--- src/rtl/poll_read_mux.sv ---
module poll_read_mux #(
  parameter int DATA_W = 8
) (
  input  logic              clk,
  input  logic              rst_n,
  input  logic              ce_n,
  input  logic              oe_n,
  input  logic              we_n,
  input  logic [DATA_W-1:0] arr_data,
  input  logic [DATA_W-1:0] wr_data,
  input  logic              busy,
  output logic [DATA_W-1:0] dq_out,
  output logic              dq_oe
);
  localparam int POLL_BIT = DATA_W - 1;
  localparam int TOG_BIT  = DATA_W - 2;

  logic              rd_cond, wr_cond, rd_end, busy_rise;
  logic              rd_q, busy_q, tog_q, tog_now;
  logic [DATA_W-1:0] ref_q, stat;

  assign rd_cond   = !ce_n && !oe_n;
  assign wr_cond   = !ce_n && !we_n && oe_n;
  assign rd_end    = rd_q && !rd_cond;
  assign busy_rise = busy && !busy_q;

  always_ff @(posedge clk) begin
    if (!rst_n) begin
      rd_q   <= 1'b0;
      busy_q <= 1'b0;
      tog_q  <= 1'b0;
      ref_q  <= '0;
    end else begin
      rd_q   <= rd_cond;
      busy_q <= busy;
      if (wr_cond)
        ref_q <= wr_data;
      if (busy_rise)
        tog_q <= 1'b0;
      else if (busy && rd_end)
        tog_q <= !tog_q;
    end
  end

  assign tog_now = busy_rise ? 1'b0 : tog_q;

  always_comb begin
    stat           = arr_data;
    stat[POLL_BIT] = !ref_q[POLL_BIT];
    stat[TOG_BIT]  = tog_now;
  end

  assign dq_oe  = rd_cond && we_n;
  assign dq_out = !dq_oe ? '0 : (busy ? stat : arr_data);
endmodule

--- config.mk ---
export PLATFORM = sky130hd
export DESIGN_NAME = poll_read_mux
export DESIGN_NICKNAME = d
export VERILOG_FILES = /design/src/rtl/poll_read_mux.sv
export SDC_FILE = /design/constraint.sdc
export NUM_CORES = 1
export LEC_CHECK = 0
export ABC_AREA = 1
export BUFFER_PORTS_ARGS = -buffer_cell sky130_fd_sc_hd__buf_2
export CAP_MARGIN = 25
export CORE_AREA = 3 3 40 42
export DETAILED_ROUTE_END_ITERATION = 16
export DIE_AREA = 0 0 43 45
export GPL_ROUTABILITY_DRIVEN = 1
export GPL_TIMING_DRIVEN = 0
export PLACE_DENSITY = 0.57
export SLEW_MARGIN = 20
export SYNTH_ARGS = -nofsm -noshare
export SYNTH_HDL_FRONTEND = slang
export SYNTH_SLANG_ARGS = --single-unit
--- constraint.sdc ---
create_clock -name clk -period 0.83 [get_ports clk]
set_clock_uncertainty 0.05 [all_clocks]
set_input_delay 0.083 -clock clk [delete_from_list [all_inputs] [get_ports clk]]
set_output_delay 0.083 -clock clk [all_outputs]
set_load 0.02 [all_outputs]
Yosys cells after proc, flatten, opt, wreduce, memory -nomap -nowiden
Cells that the tools add are included.
{"block": "op_classes", "n_reduce_logical": 15, "bitwise": 1, "muxes": 3}
{"op": "$mux W8", "count": 2}
{"op": "$logic_and A1 B1 Y1", "count": 7}
{"op": "$logic_not A1 Y1", "count": 7}
{"op": "$reduce_or A2 Y1", "count": 1}
{"op": "$mux W1", "count": 1}
{"op": "$not A1 Y1", "count": 1}
{"block": "word_totals", "input_bits": 22, "elab_cells": 23, "register_bits": 11}

Depth between registers and ports, before layout
Gate-level depths: netlist of the first run.
{"block": "depth", "depth_word": 5, "mapped_depth": 5}

Worst setup path after synthesis of the first run
No wires, ideal clock.
{"block": "synth_timing", "path_type": "reg2out", "start": "register ref_q[7]", "end": "output dq_out[7]", "slack_ns": -0.134, "t_arrival_ns": 0.831, "stages_incl_launch_ff": 2, "cell_sequence": "dfxtp_1 > a211oi_1"}
{"block": "synth_between", "elab_chain_cells": 3}
{"element": "from (decl)", "line_no": "20", "source": "logic [DATA_W-1:0] ref_q, stat;"}
{"element": "from (signal assigned)", "line_no": "37", "source": "ref_q <= wr_data;"}
{"element": "$logic_not A1 Y1", "line_no": "49", "source": "stat[POLL_BIT] = !ref_q[POLL_BIT];"}
{"element": "$mux W8 (2 in a row)", "line_no": "54", "source": "assign dq_out = !dq_oe ? '0 : (busy ? stat : arr_data);"}
{"element": "to (decl)", "line_no": "12", "source": "output logic [DATA_W-1:0] dq_out,"}
No other way between the ends.

Final worst setup path of the first run
{"block": "layout_timing", "start": "register busy_q", "end": "output dq_out[6]"}
{"block": "layout_between", "elab_chain_cells": 5}
{"element": "from (decl)", "line_no": "19", "source": "logic rd_q, busy_q, tog_q, tog_now;"}
{"element": "from (signal assigned)", "line_no": "35", "source": "busy_q <= busy;"}
{"element": "$logic_not A1 Y1", "line_no": "25", "source": "assign busy_rise = busy && !busy_q;"}
{"element": "$logic_and A1 B1 Y1", "line_no": "25"}
{"element": "$mux W1", "line_no": "45", "source": "assign tog_now = busy_rise ? 1'b0 : tog_q;"}
{"element": "$mux W8 (2 in a row)", "line_no": "54"}
No other way between the ends.

==> results.txt, run 1 <==
----------------------------------------------------
[Final layout]
  Ant. Diodes ... 0
  Synth-to-layout area growth ... 87.0%
  Fraction of layout instances using a drive strength above 1 ... 56.9%
  Number of filler cells placed in the layout ... 152
  Post-layout utilization of the core ... 37.7%
  Post-layout net count ... 96
  Layout Cells excl Fill ... 87
  Non-Filler Cell Area, Final ... 484 um2

[GRT]
  Number of global-route vias before repair ... 330
  Antenna violations before repair ... 0
  First-pass GRT wire length ... 1320 um
  GRT met1 Usage ... 11.1%
  Most crowded layer after global routing ... met2
  Largest net degree at the start of global routing ... 7
  Gr usage total ... 9.26%
  Global routing usage on met3 ... 2.79%
  Global-route met2 utilization ... 13.8%
  Leftover overflow at the end of global routing ... 0

[Worst setup path]
  CP startpoint kind ... register
  Worst reg2reg endpoint ... tog_q
  FF-to-FF Start ... tog_q
  Critical path fanouts, max ... 2
  Category of the worst setup path capture point ... primary output
  Worst setup path endpoint ... dq_out[6]
  Class of the most critical setup path ... register to primary output
  Launch point of the worst path ... busy_q
  Worst Path Required ... roughly 0.7 ns
  Worst Path Arrival ... 0.89 ns
  Register-to-register setup slack ... 0.04 ns
  Worst Reg2Reg Path Length in Cells ... 4

[Detailed routing]
  Routed len/inst ... 8.94 um
  Starting DRT DRC Count ... 2
  DRC ... 0
  DRT Pass-1 Iters ... 2
  Detailed Route WL ... 778 um
  Post-route antenna net violation count ... 0
  Vias after detailed routing ... 355
  Average vias per placed instance ... 4.08

[Die]
  Die Wd ... 43 um
  I/O pin total ... 31
  Die outline area ... 1940 um2
  Count of standard-cell rows ... 13
  Core ar. ... 1280 um2
  Starting density of the core ... 20.2%
  Die Ht ... between 40 and 50 um

[Timing]
  Final worst-path cycle share ... 124%
  Rel. slew slack ... 89.4%
  Number of setup violations in the final report ... 2
  Unrepaired setup endpoints after global routing ... true
  Time the worst path needs with I/O delays and setup ... 1.03 ns
  Transition time of the tightest slew-check pin ... roughly 0.16 ns
  Maximum clock frequency ... just under 1000 MHz
  Count of final max-slew check failures ... 0
  Worst Slack Setup Final ... -0.196 ns
  Number of endpoints with negative hold slack in the final report ... 0

[Synth]
  Number of distinct library cells after synthesis ... 11
  Average size of a mapped cell ... 5.89 um2
  Yosys warnings ... 0
  Gate count of the mapped netlist ... between 40 and 50
  Sequential-to-total area share from yosys stat ... between 30 and 40%
  Number of storage elements in the synthesis netlist ... 4
  Synthesized area ... 259 um2
  Synthesized Nets ... 66

[Placed design]
  HPWL after DPL ... 547 um
  Total of buffers placed on input and output ports ... 23
  Cell Count Post-Placement ... between 80 and 90
  Post-place instance area ... 402 um2
  Routability congestion estimate from global placement ... 0.634
  Worst slack after detailed placement ... -0.0881 ns

[Worst hold path]
  Min-delay worst type ... input pin to register

[CTS]
  Number of H-tree levels ... 1
  CTS Hold Bufs ... 0
  Clock insertion delay at the later pin of the skew report ... between 0.2 and 0.25 ns
  CTS max path bufs ... 2
  Number of clock sinks seen by CTS ... 4
  Clock-pin slew reported for the worst setup and hold paths after clock tree synthesis ... 0.04 ns
  Clock root buffer ... clkbuf_4
  Number of buffers created by CTS ... 3
  CTS tree ... done

[Status]
  Outcome ... finished, violations left
  Violations in the final reports ... setup timing

[Run]
  Max capacitance violation total ... 0

[Power]
  Leakage power ... about 0.00027 uW
  Final Power ... 580 uW
  Worst vdd rail ir drop ... slightly above 0.7 mV
  Power density normalized to cell area ... roughly 1200 nW/um2

----------------------------------------------------
[worst max-delay path: stages, from the launching register on]
cell	delay [ns]
dfxtp_2	0.32
nand3_2	0.07
a21oi_2	0.14
buf_6	0.13
[metal layers]
layer  vias to the layer above  wire, um
met5                         -         0
met4                         0         4
met3                         2        88
met2                        16       356
met1                       148       329
li1                        189         -
[layout by cell type, fill, tap and decap left out, drive strengths merged, types with 3 or more instances in the layout]
cell type and count:
nand3 5, buf 24, nand2 8, a21oi 3, dfxtp 4, nor2 9
clkbuf 3, inv 13
[cell usage after synthesis]
library cell,instances,share of area (%)
nor2_1,9,13
o21ai_0,1,1.9
nand3_1,3,5.8
a21oi_1,3,5.8
inv_1,13,19
a211oi_1,1,2.9
clkinv_1,1,1.4
nand2_1,7,10
dfxtp_1,4,31
nand3_4,1,6.8
nand2_2,1,2.4
[registers in the layout, indices dropped and copies added, names as in the netlist]
name	flops
busy_q	1
ref_q	1
rd_q	1
tog_q	1
[final cells by class]
class,instances,area (um2),share of cell area (%)
clock buffer,3,22.5,4.65
inverter,14,57.6,11.9
multi-input combinational,27,163,33.6
sequential,4,83.8,17.3
tap,15,18.8,3.88
timing repair buffer,24,139,28.7
[cell families after synthesis]
logic type	share of synthesized area, %
AOI/OAI and AO/OA	10.6
buffers and inverters	20.3
DFF	30.9
and+or+nand+nor	38.2
[repair_timing]
item                                    CTS  global route
setup buffers                             0             1
endpoints found under the setup margin    8             8
pin swaps                                 2             2
gates resized for setup                   9             9
endpoints found under the hold margin     0             0
cloned                                    1             0
[metrics by stage]
stage	setup TNS, ns	hold slack (ns)
5_1_grt	-0.468	0.0285
4_1_cts	-0.441	0.00588
6_report	-0.380	0.0126
2_1_floorplan	0	0.126
3_3_place_gp	-0.172	0.252
3_5_place_dp	-0.241	0.247
[worst min-delay path by stage]
stage	start	endpoint	slack, ns	cells after the start
2_1_floorplan	busy	busy_q	0.13	2
3_3_place_gp	rst_n	busy_q	0.25	3
3_5_place_dp	rst_n	busy_q	0.25	3
4_1_cts	rst_n	busy_q	0.006	3
5_1_grt	rst_n	busy_q	0.03	3
6_report	rst_n	busy_q	0.01	3
[power breakdown]
part	internal [uW]	total [uW]	switching [uW]
registers	201	205	4.19
logic	56.9	136	79.2
clock network	162	238	76.6
total	420	580	160
No activity file was read; power rests on OpenSTA's default activity.
==> run 2: changes to the inputs <==
- ABC_AREA: 1 -> default
- CAP_MARGIN: 25 -> default
- PLACE_DENSITY: 0.57 -> 0.56
==> run 2 against run 1 <==
Against the previous run:
- the flow still finishes with violations (setup timing)
- via count down 9.0%
- worst setup slack worse by 0.090 ns
- worst hold slack better by 0.033 ns
- critical path type is now register to register
- critical endpoint is now tog_q
- largest power group unchanged
==> results.txt, run 2 <==
----------------------------------------------------
[Status]
  Outcome ... finished, violations left (unchanged)
  Violations in the final reports ... setup timing (unchanged)

[Worst hold path]
  Hold path startpoint ... rst_n (unchanged)
  Min-delay worst type ... input pin to register (unchanged)
  Min-Delay Path Depth ... 2 (was 3)
  Hold Crit Endpoint ... rd_q (was busy_q)

[Die]
  Die Wd ... 43 um (unchanged)
  I/O pin total ... 31 (unchanged)
  Die Ht ... 45 um (unchanged)
  Count of standard-cell rows ... 13 (unchanged)
  Core ar. ... 1280 um2 (unchanged)
  Die outline area ... 1940 um2 (unchanged)
  Starting density of the core ... 18.5% (was 20.2%)

[Synth]
  Combinational family with the most area after synthesis ... simple AND/OR/NAND/NOR gates (unchanged)
  Post-synth ARST share ... 0% (unchanged)
  Number of distinct library cells after synthesis ... 17 (was 11)
  Average size of a mapped cell ... 7.92 um2 (was 5.89 um2)
  Area fraction of the dominant cell type after synthesis ... 33.7% (was 30.9%)
  Library cell occupying the most area in the post-synthesis netlist ... dfxtp_1 (unchanged)
  Number of synthesized flops with an enable pin ... 0 (unchanged)
  Most frequently used cell type in the post-synthesis netlist ... and3_1 (was inv_1)
  Gate count of the mapped netlist ... 30 (was 44)
  Yosys warnings ... 0 (unchanged)
  Area fraction in compound gates after synthesis ... 11.1% (was 10.6%)
  Sequential-to-total area share from yosys stat ... 33.7% (was 30.9%)
  Simple logic cell fraction of the synthesized area ... 47.9% (was 38.2%)
  Top cells by area in the synthesized netlist ... dfxtp_1, and3_1, nor2b_1 (was dfxtp_1, inv_1, nor2_1)
  Multiplexer area fraction after synthesis ... 4.21% (was 0%)
  Area share of fa/ha/maj cells after synthesis ... 0% (unchanged)
  Synthesized area ... 238 um2 (was 259 um2)
  Prevailing post-synth register cell ... dfxtp_1 (unchanged)
  Synthesized-area fraction occupied by xor and xnor cells ... 0% (unchanged)
  Number of storage elements in the synthesis netlist ... 4 (unchanged)
  Synth top cells by count ... and3_1, dfxtp_1, nand2_1 (was inv_1, nor2_1, nand2_1)
  Synthesized Nets ... 52 (was 66)

[CTS]
  Clock insertion delay at the later pin of the skew report ... 0.23 ns (about the same)
  Number of clock sinks seen by CTS ... 4 (unchanged)
  CTS tree ... done (unchanged)
  Clock root buffer ... clkbuf_4 (unchanged)
  CTS max path bufs ... 2 (unchanged)
  Clock-pin slew reported for the worst setup and hold paths after clock tree synthesis ... 0.04 ns (about the same)
  Number of buffers created by CTS ... 3 (unchanged)
  Number of H-tree levels ... 1 (unchanged)

[Timing]
  Transition time of the tightest slew-check pin ... 0.221 ns (was 0.157 ns)
  Maximum clock frequency ... 896 MHz (was 974 MHz)
  Number of setup violations in the final report ... 3 (was 2)
  Time the worst path needs with I/O delays and setup ... 1.12 ns (was 1.03 ns)
  Unrepaired setup endpoints after global routing ... true (unchanged)
  Worst Slack Setup Final ... -0.286 ns (was -0.196 ns)
  Rel. slew slack ... 85.3% (was 89.4%)
  Final worst-path cycle share ... 134% (was 124%)
  Count of final max-slew check failures ... 0 (unchanged)
  Number of endpoints with negative hold slack in the final report ... 0 (unchanged)

[Worst setup path]
  Class of the most critical setup path ... register to register (was register to primary output)
  Category of the worst setup path capture point ... register (was primary output)
  CP startpoint kind ... register (unchanged)
  Worst Reg2Reg Path Length in Cells ... 2 (was 4)
  Register-to-register setup slack ... -0.29 ns (was 0.04 ns)
  FF-to-FF Start ... tog_q (unchanged)
  Worst Path Required ... 0.95 ns (was 0.70 ns)
  Worst reg2reg endpoint ... tog_q (unchanged)
  Critical path fanouts, max ... 3 (was 2)
  Worst Path Arrival ... 1.23 ns (was 0.89 ns)

[Final layout]
  Fraction of layout instances using a drive strength above 1 ... 72.9% (was 56.9%)
  Commonest non-fill, non-tap cells in the layout ... buf_2, buf_4, and3_1, buf_6, clkbuf_4 (was buf_2, inv_1, nand2_1, nor2_1, buf_4)
  Most common cell after layout, fill and taps aside ... buf_2 (unchanged)
  Post-layout utilization of the core ... 40.0% (was 37.7%)
  Synth-to-layout area growth ... 116% (was 87.0%)
  Post-layout net count ... 83 (was 96)
  Non-Filler Cell Area, Final ... 514 um2 (was 484 um2)
  Ant. Diodes ... 0 (unchanged)

[GRT]
  Largest net degree at the start of global routing ... 9 (was 7)
  Leftover overflow at the end of global routing ... 0 (unchanged)
  Number of global-route vias before repair ... 266 (was 330)
  First-pass GRT wire length ... 1190 um (was 1320 um)
  Gr usage total ... 8.33% (was 9.26%)
  Antenna violations before repair ... 0 (unchanged)

[Power]
  Power density normalized to cell area ... 1160 nW/um2 (was 1200 nW/um2)
  Leakage power ... 0.000268 uW (was 0.000272 uW)
  Final Power ... 595 uW (was 580 uW)
  Worst vdd rail ir drop ... 0.889 mV (was 0.720 mV)

[Detailed routing]
  Post-route antenna net violation count ... 0 (unchanged)
  Vias after detailed routing ... 323 (was 355)
  Detailed Route WL ... 872 um (was 778 um)
  Average vias per placed instance ... 4.36 (was 4.08)
  DRC ... 0 (unchanged)
  Routed len/inst ... 11.8 um (was 8.94 um)
  Starting DRT DRC Count ... 4 (was 2)
  DRT Pass-1 Iters ... 2 (unchanged)

[Placed design]
  Total of buffers placed on input and output ports ... 23 (unchanged)
  Post-place instance area ... 388 um2 (was 402 um2)
  Worst slack after detailed placement ... -0.275 ns (was -0.0881 ns)
  Routability congestion estimate from global placement ... 0.646 (was 0.634)

[Run]
  Max capacitance violation total ... 0 (unchanged)

----------------------------------------------------
==> run 2: worst max-delay path, stage by stage (launching register included) <==
cell	delay (ns)
dfxtp_2	0.33
or4_4	0.53
a21boi_2	0.14
==> run 2: area by class of cell <==
| type | count | area [um2] |
|---|---|---|
| Fill cell | 135 | 771 |
| Tap cell | 15 | 18.8 |
| Clock buffer | 3 | 22.5 |
| Inverter | 2 | 7.51 |
| Sequential cell | 4 | 86.3 |
| Multi-Input combinational cell | 25 | 208 |
| Timing Repair Buffer | 25 | 171 |
==> run 2: logic make-up (layout without fill, tap and decap cells) <==
family                 count (synthesis)  in the layout
and+or+nand+nor                       19             20
AOI/OAI and AO/OA                      4              4
DFF                                    4              4
buffers and inverters                  2             30
muxes                                  1              1
==> run 2: worst max-delay path by stage <==
stage / start / to / slack, ns / depth (start not counted)
6_report: tog_q / tog_q / -0.29 / 2
5_1_grt: tog_q / tog_q / -0.31 / 2
4_1_cts: tog_q / tog_q / -0.27 / 2
3_5_place_dp: ce_n / dq_out[6] / -0.27 / 5
3_3_place_gp: ce_n / dq_out[6] / -0.25 / 5
2_1_floorplan: tog_q / tog_q / -0.20 / 2
==> run 2: what timing repair did <==
| action | 4_1_cts | 5_1_grt |
|---|---|---|
| hold endpoints to repair | 0 | 0 |
| pin swaps | 1 | 3 |
| cloned | 1 | 0 |
| buffers inserted | 2 | 0 |
| gates resized for setup | 11 | 16 |
| hold buffers | 0 | 0 |
| endpoints found under the setup margin | 10 | 10 |
==> run 2: through the flow <==
| stage | hold slack (ns) | instances | TNS [ns] |
|---|---|---|---|
| 6_report | 0.0461 | 74 | -0.749 |
| 5_1_grt | 0.0711 | 74 | -0.937 |
| 4_1_cts | 0.0482 | 74 | -0.748 |
| 3_5_place_dp | 0.290 | 68 | -1.71 |
| 3_3_place_gp | 0.277 | 68 | -1.64 |
| 2_1_floorplan | 0.155 | 30 | -0.195 |
==> run 2: per-layer routing <==
layer	vias up	track usage, %	part of all wire, %
li1	168	-	-
met1	147	10.6	40
met2	8	12.0	54
met3	0	5.18	6.1
met4	0	1.81	0
met5	-	0	0
==> run 2: power breakdown <==
| group | leakage (uW) | switching (uW) | total [uW] | internal (uW) |
|---|---|---|---|---|
| Clock | 0.0000138 | 79.8 | 242 | 162 |
| Combinational | 0.000220 | 72.0 | 147 | 74.7 |
| Sequential | 0.0000343 | 7.31 | 206 | 199 |
